==> src/rtl/tfence_pkg.sv <==
package tfence_pkg;

    typedef enum logic [1:0] {
        TM_NONE = 2'b00,
        TM_X    = 2'b01,
        TM_Y    = 2'b10,
        TM_RSVD = 2'b11
    } tmode_e;

    typedef enum logic [2:0] {
        SQ_IDLE,
        SQ_KILL,
        SQ_CHK1,
        SQ_HIGH,
        SQ_ARM,
        SQ_CHK2
    } sq_e;

endpackage

==> src/rtl/tfence_encode.sv <==
module tfence_encode
    import tfence_pkg::*;
#(
    parameter int PITCH_SHIFT = 32,
    parameter int PITCH_W     = 10,
    parameter int Y_BIT       = 1,
    parameter int VALID_BIT   = 0
) (
    input  logic [31:0] start,
    input  logic [31:0] size,
    input  logic [31:0] stride,
    input  tmode_e      mode,
    input  logic        clear,
    output logic        ok,
    output logic [63:0] word
);
    localparam int UNIT_W = 25;
    localparam logic [32:0] PAGE = 33'h0_0000_1000;
    localparam logic [UNIT_W-1:0] UNIT_MAX = UNIT_W'(1) << PITCH_W;

    logic [32:0]        end_w;
    logic [UNIT_W-1:0]  units;
    logic [PITCH_W-1:0] pitch;
    logic [63:0]        pitch64;
    logic               align_ok, stride_ok, mode_ok, range_ok;

    always_comb begin
        units     = stride[31:7];
        pitch     = units[PITCH_W-1:0] - PITCH_W'(1);
        pitch64   = 64'(pitch) << PITCH_SHIFT;
        end_w     = {1'b0, start} + {1'b0, size} - PAGE;
        align_ok  = (start[11:0] == 12'd0) && (size[11:0] == 12'd0) && (size != 32'd0);
        stride_ok = (stride != 32'd0) && (stride[6:0] == 7'd0) && (units <= UNIT_MAX);
        mode_ok   = (mode == TM_X) || (mode == TM_Y);
        range_ok  = !end_w[32];
        ok        = clear || (align_ok && stride_ok && mode_ok && range_ok);
        word      = 64'd0;
        if (!clear) begin
            word = {end_w[31:12], 12'd0, start[31:12], 12'd0} | pitch64;
            word[VALID_BIT] = 1'b1;
            word[Y_BIT]     = (mode == TM_Y);
        end
    end

endmodule

==> src/rtl/tfence_seq.sv <==
module tfence_seq
    import tfence_pkg::*;
#(
    parameter int          SLOT_W    = 5,
    parameter int          ADDR_W    = 32,
    parameter logic [31:0] BASE_ADDR = 32'h0000_4000
) (
    input  logic              clk,
    input  logic              rst_n,
    input  logic              go,
    input  logic              reject,
    input  logic [SLOT_W-1:0] slot,
    input  logic [63:0]       word,
    input  logic              bus_ack,
    output logic              bus_req,
    output logic              bus_we,
    output logic [ADDR_W-1:0] bus_addr,
    output logic [31:0]       bus_wdata,
    output logic              busy,
    output logic              done,
    output logic              err
);
    typedef struct packed {
        sq_e               st;
        logic [63:0]       word;
        logic [ADDR_W-1:0] lo_addr;
        logic              done;
        logic              err;
    } seq_t;

    seq_t s_d, s_q;

    always_comb begin
        s_d      = s_q;
        s_d.done = 1'b0;
        s_d.err  = 1'b0;
        unique case (s_q.st)
            SQ_IDLE: begin
                if (go) begin
                    s_d.st      = SQ_KILL;
                    s_d.word    = word;
                    s_d.lo_addr = ADDR_W'(BASE_ADDR) + (ADDR_W'(slot) << 3);
                end else if (reject) begin
                    s_d.err = 1'b1;
                end
            end
            SQ_KILL: if (bus_ack) s_d.st = SQ_CHK1;
            SQ_CHK1: if (bus_ack) s_d.st = SQ_HIGH;
            SQ_HIGH: if (bus_ack) s_d.st = SQ_ARM;
            SQ_ARM:  if (bus_ack) s_d.st = SQ_CHK2;
            SQ_CHK2: begin
                if (bus_ack) begin
                    s_d.st   = SQ_IDLE;
                    s_d.done = 1'b1;
                end
            end
            default: s_d.st = SQ_IDLE;
        endcase
    end

    always_ff @(posedge clk) begin
        if (!rst_n) begin
            s_q <= '{st: SQ_IDLE, word: 64'd0, lo_addr: '0, done: 1'b0, err: 1'b0};
        end else begin
            s_q <= s_d;
        end
    end

    always_comb begin
        bus_req   = (s_q.st != SQ_IDLE);
        bus_we    = 1'b0;
        bus_addr  = s_q.lo_addr;
        bus_wdata = 32'd0;
        unique case (s_q.st)
            SQ_KILL: bus_we = 1'b1;
            SQ_HIGH: begin
                bus_we    = 1'b1;
                bus_addr  = s_q.lo_addr + ADDR_W'(4);
                bus_wdata = s_q.word[63:32];
            end
            SQ_ARM: begin
                bus_we    = 1'b1;
                bus_wdata = s_q.word[31:0];
            end
            default: ;
        endcase
        busy = bus_req;
        done = s_q.done;
        err  = s_q.err;
    end

    assert_hold_until_ack_R10: assert property (@(posedge clk) disable iff (!rst_n)
        (bus_req && !bus_ack) |=> (bus_req && $stable(bus_addr) && $stable(bus_we) && $stable(bus_wdata)));

    assert_done_after_readback_R9: assert property (@(posedge clk) disable iff (!rst_n)
        done |-> ($past(bus_req) && $past(bus_ack) && !$past(bus_we)));

    assert_done_single_R9: assert property (@(posedge clk) disable iff (!rst_n)
        done |=> !done);

    assert_reject_quiet_R7: assert property (@(posedge clk) disable iff (!rst_n)
        err |-> (!bus_req && !done));

endmodule

==> src/rtl/tfence_prog.sv <==
module tfence_prog
    import tfence_pkg::*;
#(
    parameter int          SLOTS       = 32,
    parameter int          ADDR_W      = 32,
    parameter logic [31:0] BASE_ADDR   = 32'h0000_4000,
    parameter int          PITCH_SHIFT = 32,
    parameter int          PITCH_W     = 10,
    parameter int          Y_BIT       = 1,
    parameter int          VALID_BIT   = 0,
    localparam int         SLOT_W      = $clog2(SLOTS)
) (
    input  logic              clk,
    input  logic              rst_n,
    input  logic              req_valid,
    input  logic              req_clear,
    input  logic [SLOT_W-1:0] req_slot,
    input  logic [31:0]       req_start,
    input  logic [31:0]       req_size,
    input  logic [31:0]       req_stride,
    input  logic [1:0]        req_mode,
    output logic              busy,
    output logic              done,
    output logic              err,
    output logic              bus_req,
    output logic              bus_we,
    output logic [ADDR_W-1:0] bus_addr,
    output logic [31:0]       bus_wdata,
    input  logic              bus_ack
);
    logic        desc_ok;
    logic [63:0] desc_word;
    logic        take, go, reject;

    tfence_encode #(
        .PITCH_SHIFT(PITCH_SHIFT),
        .PITCH_W    (PITCH_W),
        .Y_BIT      (Y_BIT),
        .VALID_BIT  (VALID_BIT)
    ) u_enc (
        .start (req_start),
        .size  (req_size),
        .stride(req_stride),
        .mode  (tmode_e'(req_mode)),
        .clear (req_clear),
        .ok    (desc_ok),
        .word  (desc_word)
    );

    always_comb begin
        take   = req_valid && !busy;
        go     = take && desc_ok;
        reject = take && !desc_ok;
    end

    tfence_seq #(
        .SLOT_W   (SLOT_W),
        .ADDR_W   (ADDR_W),
        .BASE_ADDR(BASE_ADDR)
    ) u_seq (
        .clk      (clk),
        .rst_n    (rst_n),
        .go       (go),
        .reject   (reject),
        .slot     (req_slot),
        .word     (desc_word),
        .bus_ack  (bus_ack),
        .bus_req  (bus_req),
        .bus_we   (bus_we),
        .bus_addr (bus_addr),
        .bus_wdata(bus_wdata),
        .busy     (busy),
        .done     (done),
        .err      (err)
    );

    assert_accept_idle_R8: assert property (@(posedge clk) disable iff (!rst_n)
        $rose(busy) |-> ($past(req_valid) && !$past(busy)));

    assert_arm_is_last_write_R4: assert property (@(posedge clk) disable iff (!rst_n)
        (bus_req && bus_we && bus_ack && (bus_wdata[VALID_BIT] == 1'b1) && (bus_addr[2] == 1'b0))
        |=> (bus_req && !bus_we));

endmodule

==> config.mk <==
export PLATFORM = sky130hd
export DESIGN_NAME = tfence_prog
export DESIGN_NICKNAME = d
export VERILOG_FILES = /design/src/rtl/tfence_pkg.sv /design/src/rtl/tfence_encode.sv /design/src/rtl/tfence_seq.sv /design/src/rtl/tfence_prog.sv
export SDC_FILE = /design/constraint.sdc
export NUM_CORES = 1
export LEC_CHECK = 0
export ABC_CLOCK_PERIOD_IN_PS = 3700
export BUFFER_PORTS_ARGS = -buffer_cell sky130_fd_sc_hd__buf_2
export CORE_MARGIN = 1.5
export CORE_UTILIZATION = 45
export CTS_CLUSTER_SIZE = 25
export DETAILED_ROUTE_END_ITERATION = 10
export PLACE_DENSITY = 0.87
export SLEW_MARGIN = 20
export SYNTH_ARGS = -nofsm -noshare
export SYNTH_HDL_FRONTEND = slang
export SYNTH_SLANG_ARGS = --single-unit
==> constraint.sdc <==
create_clock -name clk -period 3.7 [get_ports clk]
set_input_delay 1.11 -clock clk [delete_from_list [all_inputs] [get_ports clk]]
set_output_delay 1.11 -clock clk [all_outputs]
set_load 0.005 [all_outputs]
==> metrics.md, run 1 <==
| Metric | Value |
|---|---|
| Outcome | complete, but fails checks |
| Failing checks | setup timing |
| DR WL/cell | 16.0 um |
| Slowest cell on the critical path | a211oi_4 |
| Residual DRC count | 0 |
| Core area | 11900 um2 |
| Pleak | approximately 0.0036 uW |
| Reg2reg path depth | 5 |
| Worst EP arrival | roughly 4.0 ns |
| Yosys cell types | 56 |
| DR iter-0 viols | 456 |
| Clk_skew | 0.00723 ns |
| Worst setup path end | u_seq.s_q[65] |
| Cts hold-fix bufs | 0 |
| Placed Cells | 1053 |
| Kind of critical path | in2reg |
| Cells after Synth | around 710 |
| Cell area after layout | 7830 um2 |
| DIE AREA | 12800 um2 |
| Cell Chain, Critical Path | buf_6, inv_2, ha_4, inv_2, ha_4, a21oi_4, nor2_2, a211oi_2, buf_4, o221ai_4, buf_6, or2_4, a211oi_4, buf_4, buf_8, o21ai_2, a21oi_1 |
| Worst r2r src | u_seq.s_q[99] |
| Prevailing post-synth register cell | dfxtp_1 |
| Part of the cycle the worst path needs | 101% |
| Slew margin rel. | between 50% and 60% |
| Fin nets | 1099 |
| RSZ-0062 raised after global routing | true |
| TritonCTS buffer count | 9 |
| Vias post-DR | 5972 |
| DRT Pass-1 Iters | 5 |
| Crit. End Element | flip-flop |
| Die Y-Extent | between 100 and 150 um |
| Register bit total from synthesis | 63 |
| Max-Cap Viols | 0 |
| Seq/Total Area, Yosys | 23.2% |
| First-pass GRT wire length | 25.3 mm |
| Mean Syn Cell Area | just under 8 um2 |
| Pwr dens | 329 nW/um2 |
| Peak Freq | approximately 270 MHz |
| Peak VDD IR | around 0.24 mV |
| Area grow syn2layout | 43.7% |
| Placed cell areas | between 6000 and 7000 um2 |
| Cell Rows | 40 |
| Clock transition at path regs | around 0.060 ns |
| Post-Syn Area | 5450 um2 |
| Initial antenna violation count | 0 |
| I/O pins | roughly 180 |
| TritonCTS clock tree | done |
| # setup viols final | 2 |
| Total grt overflow | 0 |
| HP Class | reg2reg |
| Async SR Flop Fraction | 0% |
| H-tree levels | 3 |
| Number of flops mapped to enable cells by yosys | 0 |
| Setup ws final | -0.0225 ns |
| R2R Setup Slk | roughly 1.3 ns |
| Port bufs | 149 |
| Hpwl dp | 11.9 mm |
| Clock buffer depth | 2 |
| CP Launch Type | primary input |
| Final Total Pwr | about 2600 uW |
| Final ANT Viol Nets | 0 |
| R2r endpoint | u_seq.s_q[87] |
| Clk root buf | clkbuf_16 |
| Global Route Usage Sum | 24.0% |
| Yosys warning count | 0 |
| Overall routed net length | 17.3 mm |
| Setup crit start | req_size[25] |
| Worst-Skew Late Latency | 0.32 ns |
| Min Clock Period, post-route | 3.72 ns |
| Critical Path RT | 3.94 ns |
| Horiz. Die Dim | 113 um |
| Ratio of cells with drive above 1 in the final layout | 40.3% |
| Vias/cell | 5.53 |
| Worst-path fanout max | 8 |
| Slowest stage delay, CP | roughly 0.49 ns |
| Largest net degree at the start of global routing | 53 |
| Antenna diode count | 0 |
| Starting Density | 45.7% |
| Fin cells | 1079 |
| Clk sink count | 63 |
| Worst-Margin Slew | approximately 0.73 ns |
| Gp weighted congestion | roughly 0.91 |
| Final-report hold violation count | 0 |
| Final Max Tran Viols | 0 |
| Vias in the first global route | around 5.5k |
## worst min-delay path by stage
stage | endpoint | cells after the start | slack (ns) | startpoint
floorplan | u_seq.s_q[34] | 1 | 0.43 | u_seq.s_q[34]
global placement | u_seq.s_q[16] | 1 | 0.44 | u_seq.s_q[16]
detailed placement | u_seq.s_q[34] | 1 | 0.45 | u_seq.s_q[34]
CTS | u_seq.s_q[34] | 1 | 0.46 | u_seq.s_q[34]
global route | u_seq.s_q[64] | 2 | 0.47 | u_seq.s_q[64]
finish | u_seq.s_q[62] | 2 | 0.46 | u_seq.s_q[62]
## worst max-delay path: cells and delay by family
kind | cells | cell delay [ns]
adders and majority gates | 2 | 0.49
AOI/OAI and AO/OA | 6 | 1.22
and+or+nand+nor | 2 | 0.32
buffers and inverters | 7 | 0.83
## sequential cells by signal, indices dropped and copies added, names as in the netlist
register / flops
u_seq.err: 1
u_seq.done: 1
u_seq.s_q: 61
## synthesized netlist by cell type (2+ instances only)
master / count / area [um2]
inv_1: 96 / 360
a21oi_1: 75 / 375
ha_1: 64 / 801
dfxtp_1: 63 / 1260
o21ai_0: 54 / 270
or4_1: 41 / 308
buf_4: 34 / 255
a22o_1: 29 / 254
clkbuf_1: 26 / 97.6
nand2_1: 24 / 90.1
nor2_1: 23 / 86.3
xnor2_1: 18 / 158
nor4_1: 17 / 106
nand3_1: 13 / 65.1
nor3_1: 12 / 60.1
and2_1: 11 / 68.8
nand4_1: 11 / 68.8
xor2_1: 11 / 96.3
buf_2: 9 / 45.0
o21bai_1: 7 / 52.6
o21ai_1: 6 / 30.0
o21a_1: 5 / 37.5
a211oi_1: 4 / 30.0
and3_1: 4 / 25.0
o211ai_1: 4 / 30.0
o31ai_1: 4 / 30.0
a21boi_0: 3 / 22.5
a21o_1: 3 / 22.5
buf_6: 3 / 33.8
o2111ai_1: 3 / 26.3
a31oi_1: 2 / 12.5
clkbuf_2: 2 / 10.0
nand2b_1: 2 / 12.5
nor4_2: 2 / 25.0
o211a_1: 2 / 20.0
## logic make-up (layout without fill, tap and decap cells)
| family | after synthesis | in the layout | share of synthesized area, % |
|---|---|---|---|
| flops | 63 | 63 | 23.2 |
| fa+ha+maj | 64 | 64 | 14.7 |
| mux | 1 | 1 | 0.207 |
| buf+inv | 171 | 369 | 14.8 |
| other cells | 1 | 27 | 0.0688 |
| simple gates | 167 | 167 | 18.1 |
| xor+xnor | 29 | 29 | 4.66 |
| compound gates | 212 | 212 | 24.4 |
## cells in the final DEF (no fill, tap or decap), drive strengths merged, types with 12 or more instances in the layout
| master | count |
|---|---|
| nor2 | 24 |
| inv | 97 |
| a22o | 29 |
| dfxtp | 63 |
| clkbuf | 13 |
| nand3 | 13 |
| ha | 64 |
| nor4 | 20 |
| nor3 | 12 |
| xnor2 | 18 |
| or4 | 41 |
| conb | 27 |
| buf | 255 |
| nand2 | 24 |
| o21ai | 60 |
| a21oi | 76 |
## area by class of cell
class	instances	area, um2
clock buffers	12	246
clock inverters	4	45.0
fillers	949	4080
inverters	97	379
multi-input cells	500	4010
flip-flops and latches	63	1260
well taps	147	184
repair buffers	256	1710
## what timing repair did
action / in CTS / in global routing
cloned: 1 / 2
pin swaps: 4 / 14
buffers inserted: 0 / 7
resized for setup: 12 / 112
setup endpoints to repair: 35 / 56
## where the power goes
part,internal (uW),switching (uW)
registers,709,19.2
logic,491,527
clock network,536,294
## routing by layer
metal	global-route usage (%)	part of all wire, %	vias to the layer above
li1	-	-	2926
met1	30.2	42	2802
met2	41.3	50	200
met3	1.66	4.5	44
met4	12.8	4.1	0
met5	0	0	-
## through the flow
step	utilization, %	hold WS (ns)	setup TNS [ns]	worst slack, ns
global placement	58.3	0.442	-18.20	-0.404
detailed placement	58.3	0.451	-21.04	-0.575
CTS	61.2	0.463	0	0.00660
finish	65.7	0.458	-0.0320	-0.0225
global route	65.7	0.470	-3.04	-0.157
floorplan	-	0.427	0	0.00147
Note: power is estimated with default switching activity, not from simulation.
==> inputs of run 2 (changes only) <==
--- a/config.mk
+++ b/config.mk
@@ -8,10 +8,11 @@
 export ABC_CLOCK_PERIOD_IN_PS = 3700
 export BUFFER_PORTS_ARGS = -buffer_cell sky130_fd_sc_hd__buf_2
 export CORE_MARGIN = 1.5
-export CORE_UTILIZATION = 45
+export CORE_UTILIZATION = 47
 export CTS_CLUSTER_SIZE = 25
 export DETAILED_ROUTE_END_ITERATION = 10
-export PLACE_DENSITY = 0.87
+export PLACE_DENSITY = 0.9
+export REMOVE_ABC_BUFFERS = 1
 export SLEW_MARGIN = 20
 export SYNTH_ARGS = -nofsm -noshare
 export SYNTH_HDL_FRONTEND = slang
==> run 2 against run 1 <==
  * The run still ends with setup timing left
  * Non-clock buffer count rose by 21
  * Final area up 2.4%
  * Sequential share of layout area shrank 0.38 points
  * Flip-flop and latch count unchanged
  * Critical endpoint is now u_seq.s_q[79]
  * Largest power group unchanged
==> metrics.md, run 2 (synthesis gave the netlist of run 1 again) <==
| Metric | Value |
|---|---|
| Outcome | complete, but fails checks |
| Failing checks | setup timing |
| DR iter-0 viols | about 940 |
| Filler cells | 793 |
| Comb pwr share | 41.4% |
| Area of the multi-input gates | 4030 um2 |
| Most common cell after layout, fill and taps aside | buf_2 |
| Worst EP arrival | 4.25 ns |
| Starting Density | 47.9% |
| DRT Pass-1 Iters | 8 |
| Worst-Margin Slew | between 0.7 and 0.8 ns |
| Placed cell areas | 6800 um2 |
| Worst-Skew Late Latency | 0.34 ns |
| Slowest stage delay, CP | roughly 0.5 ns |
| Vias in the first global route | between 6k and 7k |
| Max-Cap Viols | 0 |
| Worst path depth | 16 |
| Final-report hold violation count | 0 |
| Slew margin rel. | a little over half |
| Vias post-DR | 6793 |
| Critical Path RT | 3.96 ns |
| Cts hold-fix bufs | 0 |
| Max reg flops | between 60 and 70 |
| Hold Crit Depth | 2 |
| Horiz. Die Dim | 111 um |
| TritonCTS buffer count | 9 |
| Largest net degree at the start of global routing | 53 |
| Pwr dens | roughly 340 nW/um2 |
| Initial antenna violation count | 0 |
| DR WL/cell | 19.7 um |
| Biggest register | u_seq.s_q |
| Cell area after layout | between 8000 and 9000 um2 |
| Clk root buf | clkbuf_16 |
| DIE AREA | 12200 um2 |
| Gp weighted congestion | 0.947 |
| Clock transition at path regs | about 0.060 ns |
| Fin nets | 1120 |
| Int Pwr | 1770 uW |
| Part of the cycle the worst path needs | 108% |
| Hpwl dp | between 10 and 15 mm |
| R2R Setup Slk | 1.34 ns |
| Worst-path fanout max | 13 |
| Final Max Tran Viols | 0 |
| Fin cells | 1096 |
| Cell Chain, Critical Path | buf_2, inv_1, ha_1, inv_1, ha_4, nand4_1, buf_4, nor2_4, a221oi_2, o211ai_1, nor4_4, a211oi_4, buf_6, buf_12, or4_1, a21oi_1 |
| Sw power | 963 uW |
| Kind of critical path | in2reg |
| Sequential share of power | approximately a quarter |
| RSZ-0062 raised after global routing | true |
| # setup viols final | roughly 60 |
| Placed Cells | between 1k and 1.5k |
| Worst path bufs/invs | 6 |
| Launch point of the worst hold path | u_seq.s_q[6] |
| Clk sink count | 63 |
| Clock power share | 32.0% |
| Final ANT Viol Nets | 0 |
| Crit. End Element | flip-flop |
| Clock buffer depth | 2 |
| TritonCTS clock tree | done |
| Peak VDD IR | 0.264 mV |
| Residual DRC count | 0 |
| HP Class | reg2reg |
| Port bufs | 149 |
| Most used cell, CP | inv_1 |
| Peak Freq | 251 MHz |
| Net Sw Frac | 35.2% |
| Slowest cell on the critical path | or4_1 |
| I/O pins | 177 |
| Critical path's top delay family | simple AND/OR/NAND/NOR gates |
| Setup crit start | req_start[14] |
| Setup ws final | -0.290 ns |
| Pleak | 0.00375 uW |
| Global Route Usage Sum | 29.3% |
| Vias/cell | 6.20 |
| TNS Setup | -9.60 ns |
| Overall routed net length | between 20 and 25 mm |
| Total grt overflow | 0 |
| Cell Rows | 39 |
| Ratio of cells with drive above 1 in the final layout | 41.7% |
| Worst r2r src | u_seq.s_q[99] |
| Min Clock Period, post-route | 3.99 ns |
| Pre-CTS setup slack | -0.649 ns |
| Die Y-Extent | 111 um |
| Area grow syn2layout | 47.2% |
| Antenna diode count | 0 |
| Core area | 11400 um2 |
| Most frequent cells in the layout | buf_2 (145), buf_4 (114), inv_1 (76) |
| Clk_skew | between 0.007 and 0.008 ns |
| H-tree levels | 3 |
| Register area | between 1000 and 1500 um2 |
| Reg2reg path depth | 5 |
| First-pass GRT wire length | about 29 mm |
| CP Launch Type | primary input |
## run 2: cell count changes in the layout (fill, tap and decap cells not counted), moves of 7 or more
| cell | before | now |
|---|---|---|
| buf_6 | 16 | 8 |
| a21oi_2 | 12 | 20 |
| buf_4 | 96 | 114 |
| inv_1 | 67 | 76 |
| o21ai_0 | 35 | 49 |
| or4_4 | 2 | 13 |
| buf_2 | 138 | 145 |
| or4_1 | 39 | 28 |
| a21oi_1 | 62 | 53 |
| o21ai_1 | 16 | 8 |
## run 2: final timing paths
path | endpoint
setup / recovery | u_seq.s_q[79]
hold / removal | u_seq.s_q[6]
setup reg to reg | u_seq.s_q[79]
hold reg to reg | u_seq.s_q[6]
## run 2: worst reg2reg max path: cells and delay by family, from the launching register on
family | cells | cell delay [ns]
simple gates | 3 | 1.32
buf+inv | 1 | 0.40
flops | 1 | 0.39
compound gates | 1 | 0.18
## run 2: what timing repair did
item                                    CTS  global route
hold endpoints to repair                  0             0
resized for setup                        39            95
endpoints found under the setup margin   56            58
gates cloned                              1             6
pin swaps                                29            42
setup buffers                            11            19
## run 2: final cells by class
type / instances / share of cell area, %
clock buffers: 13 / 3.12
repair buffers: 277 / 23.5
clock inverters: 3 / 0.531
inverters: 97 / 4.60
multi-input cells: 500 / 50.3
well taps: 143 / 2.23
flip-flops and latches: 63 / 15.7
## run 2: power by group through the flow
stage	logic (uW)	registers, uW	clock network [uW]
5_1_grt	1200	731	907
3_5_place_dp	829	741	0
3_3_place_gp	809	739	0
4_1_cts	929	727	862
2_1_floorplan	451	736	0
6_report	1130	728	876
## run 2: per-layer routing
layer  up-vias  track usage [%]  share of wire, %
met2       583             50.6                46
met5         -                0                 0
met3       169             5.74                12
li1       2961                -                 -
met4         0             17.2               6.4
met1      3080             33.6                36
## run 2: per-stage QoR
step	hold slack, ns	utilization (%)	power [uW]
after detailed placement	0.464	59.8	1570
after CTS	0.470	65.4	2520
final	0.471	70.5	2740
after floorplan	0.427	-	1190
after global routing	0.490	70.5	2840
after global placement	0.446	59.8	1550
